<file path="config.mk">
export PLATFORM = sky130hd
export DESIGN_NAME = busclk_phase_gen
export DESIGN_NICKNAME = d
export VERILOG_FILES = /design/src/rtl/bpg_pkg.sv /design/src/rtl/bpg_down_counter.sv /design/src/rtl/bpg_slot_marker.sv /design/src/rtl/busclk_phase_gen.sv
export SDC_FILE = /design/constraint.sdc
export NUM_CORES = 1
export LEC_CHECK = 0
export BUFFER_PORTS_ARGS = -buffer_cell sky130_fd_sc_hd__buf_2
export CORE_ASPECT_RATIO = 1.1
export CORE_UTILIZATION = 25
export CTS_BUF_LIST = sky130_fd_sc_hd__clkbuf_8
export DETAILED_ROUTE_END_ITERATION = 16
export GPL_ROUTABILITY_DRIVEN = 0
export PLACE_DENSITY = 0.55
export SLEW_MARGIN = 40
export SYNTH_ARGS = -nofsm -noshare
export SYNTH_HDL_FRONTEND = slang
export SYNTH_SLANG_ARGS = --single-unit
</file>
<file path="constraint.sdc">
create_clock -name clk -period 1.25 [get_ports clk]
set_input_delay 0.1875 -clock clk [delete_from_list [all_inputs] [get_ports clk]]
set_output_delay 0.1875 -clock clk [all_outputs]
set_load 0.02 [all_outputs]
</file>
<file path="src/rtl/bpg_pkg.sv">
// Package: bpg_pkg
// Shared constants and helpers for the bus/processor clock phase generator.
// Assumes a processor clock at exactly half the master clock rate.
package bpg_pkg;

    // Master cycles per processor cycle; fixed by the counter structure.
    localparam int unsigned MASTER_PER_CPU = 2;

    // Default number of processor cycles per bus clock period.
    localparam int unsigned DEF_CPU_PER_BUS = 8;

    // Counter width needed for a given bus ratio.
    function automatic int unsigned phase_cnt_width(input int unsigned cpu_per_bus);
        return $clog2(MASTER_PER_CPU * cpu_per_bus);
    endfunction

endpackage

</file>
<file path="src/rtl/bpg_down_counter.sv">
// Module: bpg_down_counter
// Free-running synchronous down-counter that sets every clock phase.
// It also gives the value it will hold after the next edge, so that a
// downstream register can load a coming level. Reset value is zero. The
// first edge after reset wraps it to all ones.
module bpg_down_counter #(
    parameter int unsigned CNT_W = 4
) (
    input  logic             clk,
    input  logic             rst_n,
    output logic [CNT_W-1:0] cnt_q,
    output logic [CNT_W-1:0] cnt_nxt
);

    // Next value: one less than the present value, wrapping at zero.
    always_comb begin
        cnt_nxt = cnt_q - CNT_W'(1);
    end

    // Count register with synchronous active-low reset.
    always_ff @(posedge clk) begin
        if (!rst_n) cnt_q <= '0;
        else        cnt_q <= cnt_nxt;
    end

endmodule

</file>
<file path="src/rtl/bpg_slot_marker.sv">
// Module: bpg_slot_marker
// Shift register that samples the bus clock once per processor slot. Taps of
// the register are combined to decode which slot follows the last bus clock
// rise. Assumes that adv is high in the master cycle before each slot
// boundary, and that level_nxt is the bus clock level after that boundary.
module bpg_slot_marker #(
    parameter int unsigned CPU_PER_BUS = 8,
    parameter int unsigned START_SLOT  = 1,
    parameter int unsigned END_SLOT    = 3
) (
    input  logic clk,
    input  logic rst_n,
    input  logic adv,
    input  logic level_nxt,
    output logic start_o,
    output logic end_o
);

    localparam int unsigned SR_W = CPU_PER_BUS + 1;

    logic [SR_W-1:0]        hist_q;
    logic [CPU_PER_BUS-1:0] slot_hit;

    // History register: bit 0 holds the bus level of the present slot.
    always_ff @(posedge clk) begin
        if (!rst_n)   hist_q <= '0;
        else if (adv) hist_q <= {hist_q[SR_W-2:0], level_nxt};
    end

    // One decode per slot: the bus clock rose exactly s slots ago.
    for (genvar s = 0; s < CPU_PER_BUS; s++) begin : g_slot
        assign slot_hit[s] = hist_q[s] & ~hist_q[s+1];
    end

    // Select the two configured slots.
    assign start_o = slot_hit[START_SLOT];
    assign end_o   = slot_hit[END_SLOT];

endmodule

</file>
<file path="src/rtl/busclk_phase_gen.sv">
// Module: busclk_phase_gen
// Top of the phase generator. A down-counter drives the processor clock, the
// bus clock and the double-rate bus clock from its bits. A slot marker
// places the access start and end strobes. Assumes CPU_PER_BUS is a power
// of two, at least 4, and that both slot indices are below it.
module busclk_phase_gen #(
    parameter int unsigned CPU_PER_BUS = bpg_pkg::DEF_CPU_PER_BUS,
    parameter int unsigned START_SLOT  = 1,
    parameter int unsigned END_SLOT    = 3
) (
    input  logic clk,
    input  logic rst_n,
    output logic cpu_clk,
    output logic cpu_rise,
    output logic cpu_fall,
    output logic bus_clk,
    output logic bus_clk_x2,
    output logic access_start,
    output logic access_end
);

    localparam int unsigned CNT_W = bpg_pkg::phase_cnt_width(CPU_PER_BUS);

    logic [CNT_W-1:0] cnt_q;
    logic [CNT_W-1:0] cnt_nxt;

    // Phase counter.
    bpg_down_counter #(.CNT_W(CNT_W)) u_cnt (
        .clk     (clk),
        .rst_n   (rst_n),
        .cnt_q   (cnt_q),
        .cnt_nxt (cnt_nxt)
    );

    // Clock levels taken from counter bits; the low bit is inverted.
    always_comb begin
        cpu_clk    = ~cnt_q[0];
        bus_clk    = cnt_q[CNT_W-1];
        bus_clk_x2 = cnt_q[CNT_W-2];
        cpu_rise   = ~cpu_clk;
        cpu_fall   = cpu_clk;
    end

    // Slot strobes, advanced once per processor cycle at its falling edge.
    bpg_slot_marker #(
        .CPU_PER_BUS (CPU_PER_BUS),
        .START_SLOT  (START_SLOT),
        .END_SLOT    (END_SLOT)
    ) u_slot (
        .clk       (clk),
        .rst_n     (rst_n),
        .adv       (cpu_fall),
        .level_nxt (cnt_nxt[CNT_W-1]),
        .start_o   (access_start),
        .end_o     (access_end)
    );

endmodule

</file>
======== After elaboration in Yosys (flattened, before gate mapping) ========
Index checks and enable logic that the tools add are counted.
word-level totals
  bits in registers ....................... 9
  output and inout bits ................... 7
  word-level logic and storage cells ...... 8
cells by class
  add/subtract/negate cells ............... 1
  bitwise gates (word level) .............. 5
operator list
  operator                                           count
  subtractor 4 x 1 -> 4 bit (second input constant)  1
  inverter 1 bit                                     3
  bitwise AND 1 bit                                  2

======== Depth between registers and ports, before layout ========
  depth in word-level cells ............... 2
  mapped depth ............................ 5
  mapped depth without buffers ............ 4

======== By module ========
Synthesis repeated with hierarchy kept, for this count alone.
unflattened totals
  cell total of the unflattened synthesis .. 37
  area total of the unflattened synthesis .. 386.6 um^2
modules (own cells, without submodules)
  module            times used  cells each  area an instance (um^2)  sequential area each (um^2)
  bpg_slot_marker   1           18          205.2                    100.1
  bpg_down_counter  1           17          170.2                    80.1
  busclk_phase_gen  1           2           11.3                     0.0

======== Worst setup path before layout ========
Ideal clock, no wire load.
  kind .................................... flip-flop to flip-flop
  start point ............................. reg u_cnt.cnt_q[0]
  end point ............................... reg u_cnt.cnt_q[2]
  library setup time ...................... 115 ps
  arrival ................................. 1256 ps
  required time ........................... 1135 ps
  path slack .............................. -121 ps
  stages on the path, launching flop included .. 6
  cells stage by stage .................... dfxtp_1 > buf_6 > inv_1 > ha_1 > xor2_1 > and2_1
between the ends
  longest elaborated chain between the ends .. 1
RTL lines
  item                       line                    text
  start, declared            bpg_down_counter.sv:11  output logic [CNT_W-1:0] cnt_q,
  start signal, assigned     bpg_down_counter.sv:23  else cnt_q <= cnt_nxt;
  subtractor 4 x 1 -> 4 bit  bpg_down_counter.sv:17  cnt_nxt = cnt_q - CNT_W'(1);
No other way between the ends.
A chain may end at the register's enable or synchronous reset.

======== Final worst setup path ========
  start point ............................. reg u_cnt.cnt_q[0]
  end point ............................... out cpu_clk
between the ends
  longest elaborated chain between the ends .. 1
RTL lines
  item            line                    text
  inverter 1 bit  busclk_phase_gen.sv:37  cpu_clk = ~cnt_q[0];
  end, declared   busclk_phase_gen.sv:13  output logic cpu_clk,
No other way between the ends.

==> impl_metrics.csv <==
group,metric,value,unit
placement,numPlacedInstances,57,
sta,layout_setup_ws,99.8,ps
clocking,clock-sinks,9,
grt,grt_first_pass_wirelength,1060,um
cells_and_area,utilization,0.347,
die,initial_utilization,0.271,
pwr,cellPowerDensity,1630,nW/um^2
outcome,run_status,"completed",
worst_setup_path,critPathMaxFanout,11,
worst_setup_path,register_to_register_setup_slack,140,ps
worst_setup_path,timing_worst_setup_path_type,"reg2out",
grt,gr-total-overflow,0,
sta,worst_slew_margin_relative_to_its_limit,0.865,
grt,antenna_found_initial,0,
sta,fin_setup_tns,0,ps
sta,finalCriticalPeriod,1150,ps
synth,yosys_register_bits,9,
flow_run,max_cap_violations,0,
clocking,clk_pin_slew,50,ps
pwr,fin_total_pwr,0.000793,W
sta,slew_viol_final,0,
synth,post_synth.cell_area_avg,10.9,um^2
routing,post_drt_via_cell_ratio,4.15,
sta,fmax,0.869,GHz
routing,routed_wire_length_per_instance,9.36,um
cells_and_area,nNetsFinal,49,
synth,synth.lib_cells_used.distinct,17,
routing,drt_iter0_drc,0,
placement,dpl.hpwl,411,um
routing,wirelength,571,um
grt,global_route.usage.total,0.0921,
worst_setup_path,cp_cell_sequence,"clkinvlp_4 -> buf_2",
routing,drc_errors,0,
clocking,htree_num_levels,1,
worst_setup_path,required_time_at_the_endpoint_of_the_critical_path,1060,ps
synth,synth.net_count,38,
sta,crit_share_post_route,0.920,
die,floorplan.die_area,1680,um^2
cells_and_area,final_layout_size_suffix_gt1_frac,0.356,
die,core_area,1400,um^2
synth,netlist_area,380,um^2
routing,number_of_iterations_in_the_first_detailed_routing_pass,1,
clocking,tritoncts_clock_tree,"built",
synth,yosysWarningCount,0,
placement,preCtsSetupSlack,142,ps
worst_setup_path,cp_slowest_cell,"dfxtp_4",
synth,yosys.area.top_type_share,0.474,
die,rows,14,
grt,grt_max_degree,12,
cells_and_area,area.growth.synth_to_final,28.0,%
die,die_h,42.9,um
worst_setup_path,timing.critical_path.arrival,960,ps
cells_and_area,antennaDiodeCount,0,
clocking,postCtsSetupRepairBufs,0,
sta,setup_viol,0,
die,die_w,39.2,um
worst_setup_path,sort_of_element_at_the_end_of_the_critical_path,"output pin",
sta,timing_hold_violations_final,0,
clocking,cts-resized-gates,0,
sta,max_slew.worst_pin.slew,201,ps
clocking,number_of_buffers_created_by_cts,3,
routing,route.vias.total,253,
synth,ys_seq_area_frac,0.474,
synth,post-synth-top-area-cell,"dfxtp_1",
grt,number_of_global_route_vias_before_repair,268,
pwr,max-vdd-ir-drop,0.597,mV
die,ioPinCount,9,
routing,detail-route-antenna-nets,0,
sta,setup_repair_after_global_routing_missed_its_margin,"false",
worst_setup_path,critPathMaxStageDelay,420,ps
pwr,total_leakage_power,0.212,nW
worst_hold_path,min_path_type,"in2reg",
synth,post_synth_inst_count,35,
clocking,clock_insertion_delay_worst_skew,230,ps
clocking,cts_hold_repair.buffers,0,
clocking,clk_path_buf_depth,2,
sta,clock-skew-final,2.73,ps
clocking,cts_root_buf,"clkbuf_8",
placement,number_of_buffer_cells_added_on_primary_ports,8,
worst_setup_path,startpoint_type,"flip-flop",
cells_and_area,highest_count_cells_in_the_layout_ignoring_fill_and_taps,"buf_2, dfxtp_1, nor2b_1",
cells_and_area,number_of_standard_cells_in_the_final_layout_excluding_fillers,61,
synth,synth_area_leaders,"dfxtp_1, nor2b_1, mux2i_1, ha_1, buf_6",
[final timing paths]
| check | start | end | depth (start not counted) |
|---|---|---|---|
| setup reg to reg | u_cnt.cnt_q[0] | u_cnt.cnt_q[3] | 2 |
| setup / recovery | u_cnt.cnt_q[0] | cpu_clk | 2 |
| hold reg to reg | u_slot.hist_q[0] | u_slot.hist_q[1] | 2 |
| hold / removal | rst_n | u_slot.hist_q[0] | 2 |
[stage by stage]
stage / hold slack (ps) / instance area (um^2)
5_1_grt: 290 / 487
6_report: 276 / 487
3_3_place_gp: 503 / 442
2_1_floorplan: 315 / 400
4_1_cts: 273 / 487
3_5_place_dp: 509 / 442
[report_power, final]
group | internal [W] | switching, W
sequential | 0.000316 | 0.0000347
clock | 0.000213 | 0.000107
combinational | 0.0000610 | 0.0000613
[Yosys cell counts]
cell type and instances:
mux2i_1 4, inv_1 2, dfxtp_1 9, xor2_1 1, or2b_1 1, nor3_1 1, nor2b_1 7, buf_6 1
buf_4 1, and2_1 1, o21a_1 1, o311a_2 1, or4_1 1, ha_1 1, and2b_2 1, o31ai_1 1
a21boi_1 1
[metal layers]
layer / routed length [um] / up-vias / GRT usage / share of wire
li1: - / 136 / - / -
met1: 283 / 112 / 0.114 / 0.50
met2: 261 / 5 / 0.130 / 0.46
met3: 26 / 0 / 0.0314 / 0.046
met4: 0 / 0 / 0.0621 / 0
met5: 0 / - / 0 / 0
[worst max-delay path, delay by kind of cell, from the launching register on]
kind | cells | cell delay [ps]
flip-flops | 1 | 420
buffers and inverters | 2 | 310
[flip-flops by register name, summed over array words and instances, names as in the netlist]
name and flops:
u_cnt.cnt_q 4, u_slot.hist_q 5
[layout make-up]
type	count	area (um^2)
fillers	154	915
multi-input cells	22	186
flip-flops and latches	9	184
clock buffers	3	41.3
repair buffers	8	40.0
well taps	16	20.0
inverters	2	11.3
clock inverters	1	3.75
[cell families (layout without fill, tap and decap cells)]
| logic type | count (synthesis) | in the layout | share of synthesized area |
|---|---|---|---|
| XOR/XNOR | 1 | 1 | 0.0230 |
| flip-flops | 9 | 9 | 0.474 |
| buffers and inverters | 4 | 14 | 0.0691 |
| AO/OA/AOI/OAI | 4 | 4 | 0.0888 |
| multiplexers | 4 | 4 | 0.105 |
| adder cells (fa/ha/maj) | 1 | 1 | 0.0329 |
| AND/OR/NAND/NOR | 12 | 12 | 0.207 |
(Power assumes the default switching activity.)
